### config.mk
export PLATFORM = sky130hd
export DESIGN_NAME = muxdp_unit
export DESIGN_NICKNAME = d
export VERILOG_FILES = /design/src/rtl/muxdp_pkg.sv /design/src/rtl/muxdp_presel.sv /design/src/rtl/muxdp_kernel.sv /design/src/rtl/muxdp_post.sv /design/src/rtl/muxdp_unit.sv
export SDC_FILE = /design/constraint.sdc
export NUM_CORES = 1
export LEC_CHECK = 0
export BUFFER_PORTS_ARGS = -buffer_cell sky130_fd_sc_hd__buf_2
export CORE_MARGIN = 1
export CORE_UTILIZATION = 54
export CTS_CLUSTER_SIZE = 8
export DETAILED_ROUTE_END_ITERATION = 7
export GPL_ROUTABILITY_DRIVEN = 0
export PLACE_DENSITY = 0.72
export SYNTH_ARGS = -nofsm -noshare
export SYNTH_HDL_FRONTEND = slang
export SYNTH_SLANG_ARGS = --single-unit
### constraint.sdc
create_clock -name clk -period 1.4 [get_ports clk]
set_clock_uncertainty 0.15 [all_clocks]
set_input_delay 0.28 -clock clk [delete_from_list [all_inputs] [get_ports clk]]
set_output_delay 0.28 -clock clk [all_outputs]
set_load 0.1 [all_outputs]
### src/rtl/muxdp_pkg.sv
package muxdp_pkg;
  // Control word layout; bit order is the port encoding.
  typedef struct packed {
    logic sat;    // [3] clamp to 16-bit range
    logic mul;    // [2] 0 = add, 1 = multiply
    logic sel_d;  // [1] 0 = C, 1 = D
    logic sel_b;  // [0] 0 = A, 1 = B
  } mx_ctrl_t;
endpackage

### src/rtl/muxdp_presel.sv
module muxdp_presel #(
  parameter int DW = 16,
  localparam int EW = DW + 1
) (
  input  logic          sgn,
  input  logic          sel_b,
  input  logic          sel_d,
  input  logic [DW-1:0] a,
  input  logic [DW-1:0] b,
  input  logic [DW-1:0] c,
  input  logic [DW-1:0] d,
  output logic [EW-1:0] x_ext,
  output logic [EW-1:0] y_ext
);
  // One guard bit: sign copy in signed mode, zero in unsigned mode.
  function automatic logic [EW-1:0] extend(input logic s, input logic [DW-1:0] v);
    return {s & v[DW-1], v};
  endfunction

  logic [DW-1:0] x_pick, y_pick;
  assign x_pick = sel_b ? b : a;
  assign y_pick = sel_d ? d : c;
  assign x_ext  = extend(sgn, x_pick);
  assign y_ext  = extend(sgn, y_pick);
endmodule

### src/rtl/muxdp_kernel.sv
module muxdp_kernel #(
  parameter int DW = 16,
  localparam int EW = DW + 1,
  localparam int KW = 2 * EW
) (
  input  logic                 mul,
  input  logic [EW-1:0]        x_ext,
  input  logic [EW-1:0]        y_ext,
  output logic signed [KW-1:0] wide
);
  function automatic logic signed [KW-1:0] widen(input logic [EW-1:0] v);
    return {{(KW-EW){v[EW-1]}}, v};
  endfunction

  logic signed [KW-1:0] xw, yw, sum_w, prod_w;
  assign xw     = widen(x_ext);
  assign yw     = widen(y_ext);
  assign sum_w  = xw + yw;
  assign prod_w = xw * yw;
  assign wide   = mul ? prod_w : sum_w;
endmodule

### src/rtl/muxdp_post.sv
module muxdp_post #(
  parameter int DW = 16,
  localparam int KW = 2 * (DW + 1)
) (
  input  logic                 sgn,
  input  logic                 sat,
  input  logic signed [KW-1:0] wide,
  output logic [DW-1:0]        res,
  output logic                 ovf
);
  localparam logic signed [KW-1:0] SMAX = {{(KW-DW+1){1'b0}}, {(DW-1){1'b1}}};
  localparam logic signed [KW-1:0] SMIN = {{(KW-DW+1){1'b1}}, {(DW-1){1'b0}}};
  localparam logic signed [KW-1:0] UMAX = {{(KW-DW){1'b0}}, {DW{1'b1}}};

  function automatic logic out_of_range(input logic s, input logic signed [KW-1:0] v);
    if (s) return (v > SMAX) || (v < SMIN);
    return (v > UMAX) || (v < 0);
  endfunction

  function automatic logic [DW-1:0] clamp_val(input logic s, input logic signed [KW-1:0] v);
    if (v < 0) return s ? {1'b1, {(DW-1){1'b0}}} : {DW{1'b0}};
    return s ? {1'b0, {(DW-1){1'b1}}} : {DW{1'b1}};
  endfunction

  assign ovf = out_of_range(sgn, wide);
  assign res = (sat && ovf) ? clamp_val(sgn, wide) : wide[DW-1:0];
endmodule

### src/rtl/muxdp_unit.sv
module muxdp_unit #(
  parameter int DW = 16,
  localparam int EW = DW + 1,
  localparam int KW = 2 * EW
) (
  input  logic          clk,
  input  logic          rst_n,
  input  logic          in_valid,
  input  logic          sgn_mode,
  input  logic [3:0]    ctrl,
  input  logic [DW-1:0] opnd_a,
  input  logic [DW-1:0] opnd_b,
  input  logic [DW-1:0] opnd_c,
  input  logic [DW-1:0] opnd_d,
  output logic          out_valid,
  output logic [DW-1:0] result,
  output logic          ovf
);
  import muxdp_pkg::*;

  mx_ctrl_t             cw;
  logic [EW-1:0]        x_ext, y_ext;
  logic signed [KW-1:0] kern_wide;
  logic [DW-1:0]        post_res;
  logic                 ovf_c;

  assign cw = mx_ctrl_t'(ctrl);

  muxdp_presel #(.DW(DW)) u_pre (
    .sgn(sgn_mode), .sel_b(cw.sel_b), .sel_d(cw.sel_d),
    .a(opnd_a), .b(opnd_b), .c(opnd_c), .d(opnd_d),
    .x_ext(x_ext), .y_ext(y_ext)
  );

  muxdp_kernel #(.DW(DW)) u_kern (
    .mul(cw.mul), .x_ext(x_ext), .y_ext(y_ext), .wide(kern_wide)
  );

  muxdp_post #(.DW(DW)) u_post (
    .sgn(sgn_mode), .sat(cw.sat), .wide(kern_wide),
    .res(post_res), .ovf(ovf_c)
  );

  always_ff @(posedge clk or negedge rst_n) begin
    if (!rst_n) begin
      out_valid <= 1'b0;
      result    <= '0;
      ovf       <= 1'b0;
    end else begin
      out_valid <= in_valid;
      if (in_valid) begin
        result <= post_res;
        ovf    <= ovf_c;
      end
    end
  end
endmodule

Yosys cells after proc, flatten, opt, wreduce, memory -nomap -nowiden
Index checks and enable logic that the tools add are counted.
Widths: inputs -> output; s select.
{"block": "word_totals", "regBits": 18, "in_bits": 72, "output_inout_bits": 18, "elab_cells": 26}
{"block": "classes", "n_reduce_logical": 3, "n_lt_le_gt_ge": 4, "add_sub_neg": 1, "n_mul": 1, "n_bitwise": 2, "n_mux": 12}
{"operator": "$mux 16", "count": 7}
{"operator": "$gt 34x16->1 const B", "count": 1}
{"operator": "$gt 34x17->1 const B", "count": 1}
{"operator": "$lt 34x1->1 const B", "count": 1}
{"operator": "$lt 34x16->1 const B", "count": 1}
{"operator": "$mul 17x17->34", "count": 1}
{"operator": "$mux 34", "count": 1}
{"operator": "$add 17x17->18", "count": 1}
{"operator": "$mux 1", "count": 4}
{"operator": "$and 1x1->1", "count": 2}
{"operator": "$logic_or 1x1->1", "count": 2}
{"operator": "$logic_and 1x1->1", "count": 1}

Logic depth before layout (Yosys ltp)
{"block": "depth", "depth_word": 10, "mapped_depth": 34}

Cells and area by module
A second synthesis with hierarchy kept.
{"block": "unflattened", "cells_unflattened": 1510, "hier_area_um2": 13648.1}
{"mod": "muxdp_kernel", "area_each_um2": 12110.4, "cells_per_inst": 1382, "seq_area_each_um2": 0.0, "n_inst": 1}
{"mod": "muxdp_unit", "area_each_um2": 710.7, "cells_per_inst": 37, "seq_area_each_um2": 450.4, "n_inst": 1}
{"mod": "muxdp_presel", "area_each_um2": 437.9, "cells_per_inst": 38, "seq_area_each_um2": 0.0, "n_inst": 1}
{"mod": "muxdp_post", "area_each_um2": 389.1, "cells_per_inst": 53, "seq_area_each_um2": 0.0, "n_inst": 1}

Least setup slack after synthesis
No wires, ideal clock.
{"block": "synth_timing", "path_type": "input to register", "start": "in ctrl[1]", "end": "reg result[10]", "required_ns": 1.109, "cell_stages": 31, "setup_slack_ns": -7.216, "t_arrival_ns": 8.325, "cell_sequence": "clkbuf_1 clkbuf_1 mux2i_1 inv_1 buf_1 nand2_1 fa_1 inv_1 fa_1 inv_1 fa_1 fa_1 inv_1 fa_1 inv_1 fa_1 inv_1 ha_1 clkbuf_1 nand4_1 or3_1 o31a_1 xor2_1 or3_1 nor4b_1 o211ai_1 and3_1 buf_6 buf_6 a211oi_2 o22ai_1"}
{"block": "synth_between", "elab_chain_cells": 10, "elab_cells_between_ends": 17, "cone_classes": "1 x add/sub; 1 x mul; 4 x order compare; 7 x mux; 1 x bitwise; 3 x reduce/logical"}
{"item": "start: declaration", "line_no": "muxdp_unit.sv:10", "text": "input logic [3:0] ctrl,"}
{"item": "$mux 16 (*)", "line_no": "muxdp_presel.sv:22", "text": "assign y_pick = sel_d ? d : c;"}
{"item": "$and 1x1->1", "line_no": "muxdp_presel.sv:17", "text": "return {s & v[DW-1], v};"}
{"item": "$mul 17x17->34 or $add 17x17->18 (tied branches)", "line_no": "muxdp_kernel.sv:19, muxdp_kernel.sv:18"}
{"item": "$mux 34 (*)", "line_no": "muxdp_kernel.sv:20", "text": "assign wide = mul ? prod_w : sum_w;"}
{"item": "$gt 34x16->1 or $lt 34x16->1 (tied branches)", "line_no": "muxdp_post.sv:16", "text": "if (s) return (v > SMAX) || (v < SMIN);"}
{"item": "$logic_or 1x1->1", "line_no": "muxdp_post.sv:16"}
{"item": "$mux 1", "line_no": "muxdp_post.sv:16"}
{"item": "$mux 1", "line_no": "muxdp_post.sv:17", "text": "return (v > UMAX) || (v < 0);"}
{"item": "$logic_and 1x1->1", "line_no": "muxdp_post.sv:26", "text": "assign res = (sat && ovf) ? clamp_val(sgn, wide) : wide[DW-1:0];"}
{"item": "$mux 16 (*)", "line_no": "muxdp_post.sv:26"}
{"item": "end signal: assignment", "line_no": "muxdp_unit.sv:52", "text": "result <= post_res;"}
{"item": "end: declaration", "line_no": "muxdp_unit.sv:16", "text": "output logic [DW-1:0] result,"}
Mark *: on every way between the ends. The rest lies on a longest branch, timed or not. The select of a mux whose other input is x is not followed.
A chain may end at the register's enable or synchronous reset.

Final worst setup path
{"block": "layout_timing", "start": "in ctrl[1]", "end": "reg result[1]"}
Same word-level chain as after synthesis.

==> results_dict.tcl <==
set metrics [dict create \
    dp_cells 2208 \
    via_count 12500 \
    seq_area_um2 450 \
    finalSetupViolations 17 \
    status "finished, violations left" \
    hp-class "in -> reg" \
    core.rowCount 56 \
    grt-ovfl-total 0 \
    cts_buffers 3 \
    path_clk_slew_ps 50 \
    nets 2413 \
    end_kind "flop" \
    instances_no_fill 2260 \
    grt_pass1_wl_mm 67.6 \
    die_w_um 158 \
    start_kind "primary input" \
    ant_nets 0 \
    wl_per_cell_um 19.2 \
    slew_headroom_pct 71.1 \
    max_freq_mhz 133 \
    syn_to_final_growth_pct 37.2 \
    grtUsageTotal_pct 36.0 \
    htree_levels 1 \
    max_stage_delay_ps 590 \
    period_share_pct 538 \
    maxSlewViolCount 0 \
    synth-edff-count 0 \
    seq_area_frac_synth_pct 3.43 \
    tightestPinTransition_ps 431 \
    port_buffers 89 \
    crit_slowest_cell "fa_2" \
    drtIter0Drc 1068 \
    grt_pass1_vias 13200 \
    violations "design-rule violations, negative setup slack" \
    vias_per_cell 5.54 \
    wl_met1_mm 15.9 \
    required_ps 1370 \
    wirelength_mm 43.3 \
    critPathKind "in -> reg" \
    synth_compound_area_share_pct 9.57 \
    hold_violations 0 \
    die_h_um 158 \
    dieArea_um2 24900 \
    clockBufferDepth 2 \
    post_synth_fa_ha_maj_area_fraction_pct 55.0 \
    start_util_pct 55.4 \
    cts_tree "built" \
    layout_common_cells "352 x inv_1, 309 x buf_4, 284 x fa_1" \
    max_cap_violations 0 \
    avgSynthCellArea_um2 8.47 \
    wl_met2_mm 20.6 \
    synthFlopType "dfrtp_1" \
    num_antenna_cells 0 \
    drive_gt1_share_pct 33.3 \
    yosys.area.top_type "fa_1" \
    ys_ff_latch 18 \
    antenna_found_initial 0 \
    period_needed_ps 7530 \
    multiInputGateArea_um2 12000 \
    synth_simple_gate_area_share_pct 13.1 \
    clockRootBuffer "clkbuf_16" \
    yosysWarnings 0 \
    highest_layer "met4" \
    dp_slack_ps -6770 \
    final_common_cell "inv_1" \
    timing.final.ws_setup_ps -6130 \
    synth_fp_nets 2021 \
    rsz0062_at_grt "yes" \
    worstPathArrival_ps 7500 \
    crit_top_cell "fa_1" \
    coreArea_um2 23700 \
    drc 7 \
    cp_max_fo 8 \
    cts_sinks 18 \
    synth.area.mux_share_pct 2.69 \
    synth_top_family_by_area "adder cells" \
    pin_count 90 \
    async_flop_share_pct 100 \
    synth_area_leaders "fa_1 45%, inv_1 11%, ha_1 9.8%" \
    synth_xor_area_share_pct 3.20 \
    setup_tns_ps -103410 \
    first_pass_iters 8 \
    fill_cells 1546 \
    netlist_area_um2 13100 \
    place_hpwl_mm 35.5 \
    grt_max_degree 30 \
    synth_cell_types 66 \
    synthCells 1550 \
    met3_length_mm 4.17 \
    yosys.area.top_type_share_pct 45.1 \
    clock_latency_ps 240 \
]
==> cell usage after synthesis, drive strengths merged (6+ instances only) <==
| library cell | instances |
|---|---|
| nand2 | 177 |
| nor4 | 6 |
| nor2 | 168 |
| o21ai | 36 |
| mux2i | 33 |
| a21o | 12 |
| and2 | 9 |
| inv | 394 |
| ha | 103 |
| nor3 | 10 |
| buf | 9 |
| xor2 | 18 |
| a21oi | 46 |
| a211oi | 22 |
| o211ai | 17 |
| xnor2 | 30 |
| o21a | 7 |
| nand3 | 13 |
| dfrtp | 18 |
| fa | 296 |
| clkinv | 14 |
| nand4 | 6 |
| clkbuf | 35 |
| o22ai | 16 |
==> cells by family after synthesis <==
group           Yosys count
buf+inv                 452
simple gates            414
fa+ha+maj               399
compound gates          184
xor+xnor                 48
mux                      35
flops                    18
==> path summary, 6_finish.rpt <==
kind,slack (ps),depth (start not counted),end,from
worst max-delay path,-6130,30,result[1],ctrl[1]
worst min-delay path,150,2,ovf,in_valid
worst max register to register,520,2,result[10],result[10]
worst min register to register,410,2,ovf,ovf
max in group asynchronous,450,2,result[10],rst_n
min in group asynchronous,350,2,result[6],rst_n
==> layer usage <==
layer,vias up,GRT usage (%)
met5,-,0
met4,0,17.9
met3,169,7.09
met2,715,59.9
met1,6133,44.6
li1,5493,-
==> registers in the layout (all words and copies together), names as in the netlist <==
signal	count
ovf	1
out_valid	1
result	16
==> final cells by class <==
| type | count | share of cell area [%] |
|---|---|---|
| Inverter | 408 | 8.85 |
| Clock buffer | 4 | 0.493 |
| Sequential cell | 18 | 2.50 |
| Timing Repair Buffer | 430 | 19.4 |
| Multi-Input combinational cell | 1081 | 66.6 |
| Tap cell | 319 | 2.22 |
==> stage by stage <==
step | area [µm²] | util, % | hold slack, ps
floorplan | 13800 | - | -166
global placement | 16700 | 70.7 | 70.1
detailed placement | 16700 | 70.7 | 77.0
CTS | 17600 | 74.5 | 146
global route | 18000 | 76.1 | 163
finish | 18000 | 76.1 | 151
==> what timing repair did <==
item | in CTS | in global routing
buffers inserted | 32 | 14
endpoints found under the hold margin | 18 | 0
cloned | 2 | 0
pin swaps | 85 | 55
hold buffers | 1 | 0
endpoints found under the setup margin | 17 | 17
resized for setup | 129 | 78
==> critical path: cells and delay by family <==
kind,cells,cell delay [ps]
AOI/OAI and AO/OA,6,1090
buffers and inverters,11,1370
adders and majority gates,7,3410
muxes,1,160
and+or+nand+nor,5,1170
Power is left out: the tool's default activity adds up to more than one toggle a clock period on the data nets, which glitch-free logic cannot reach.
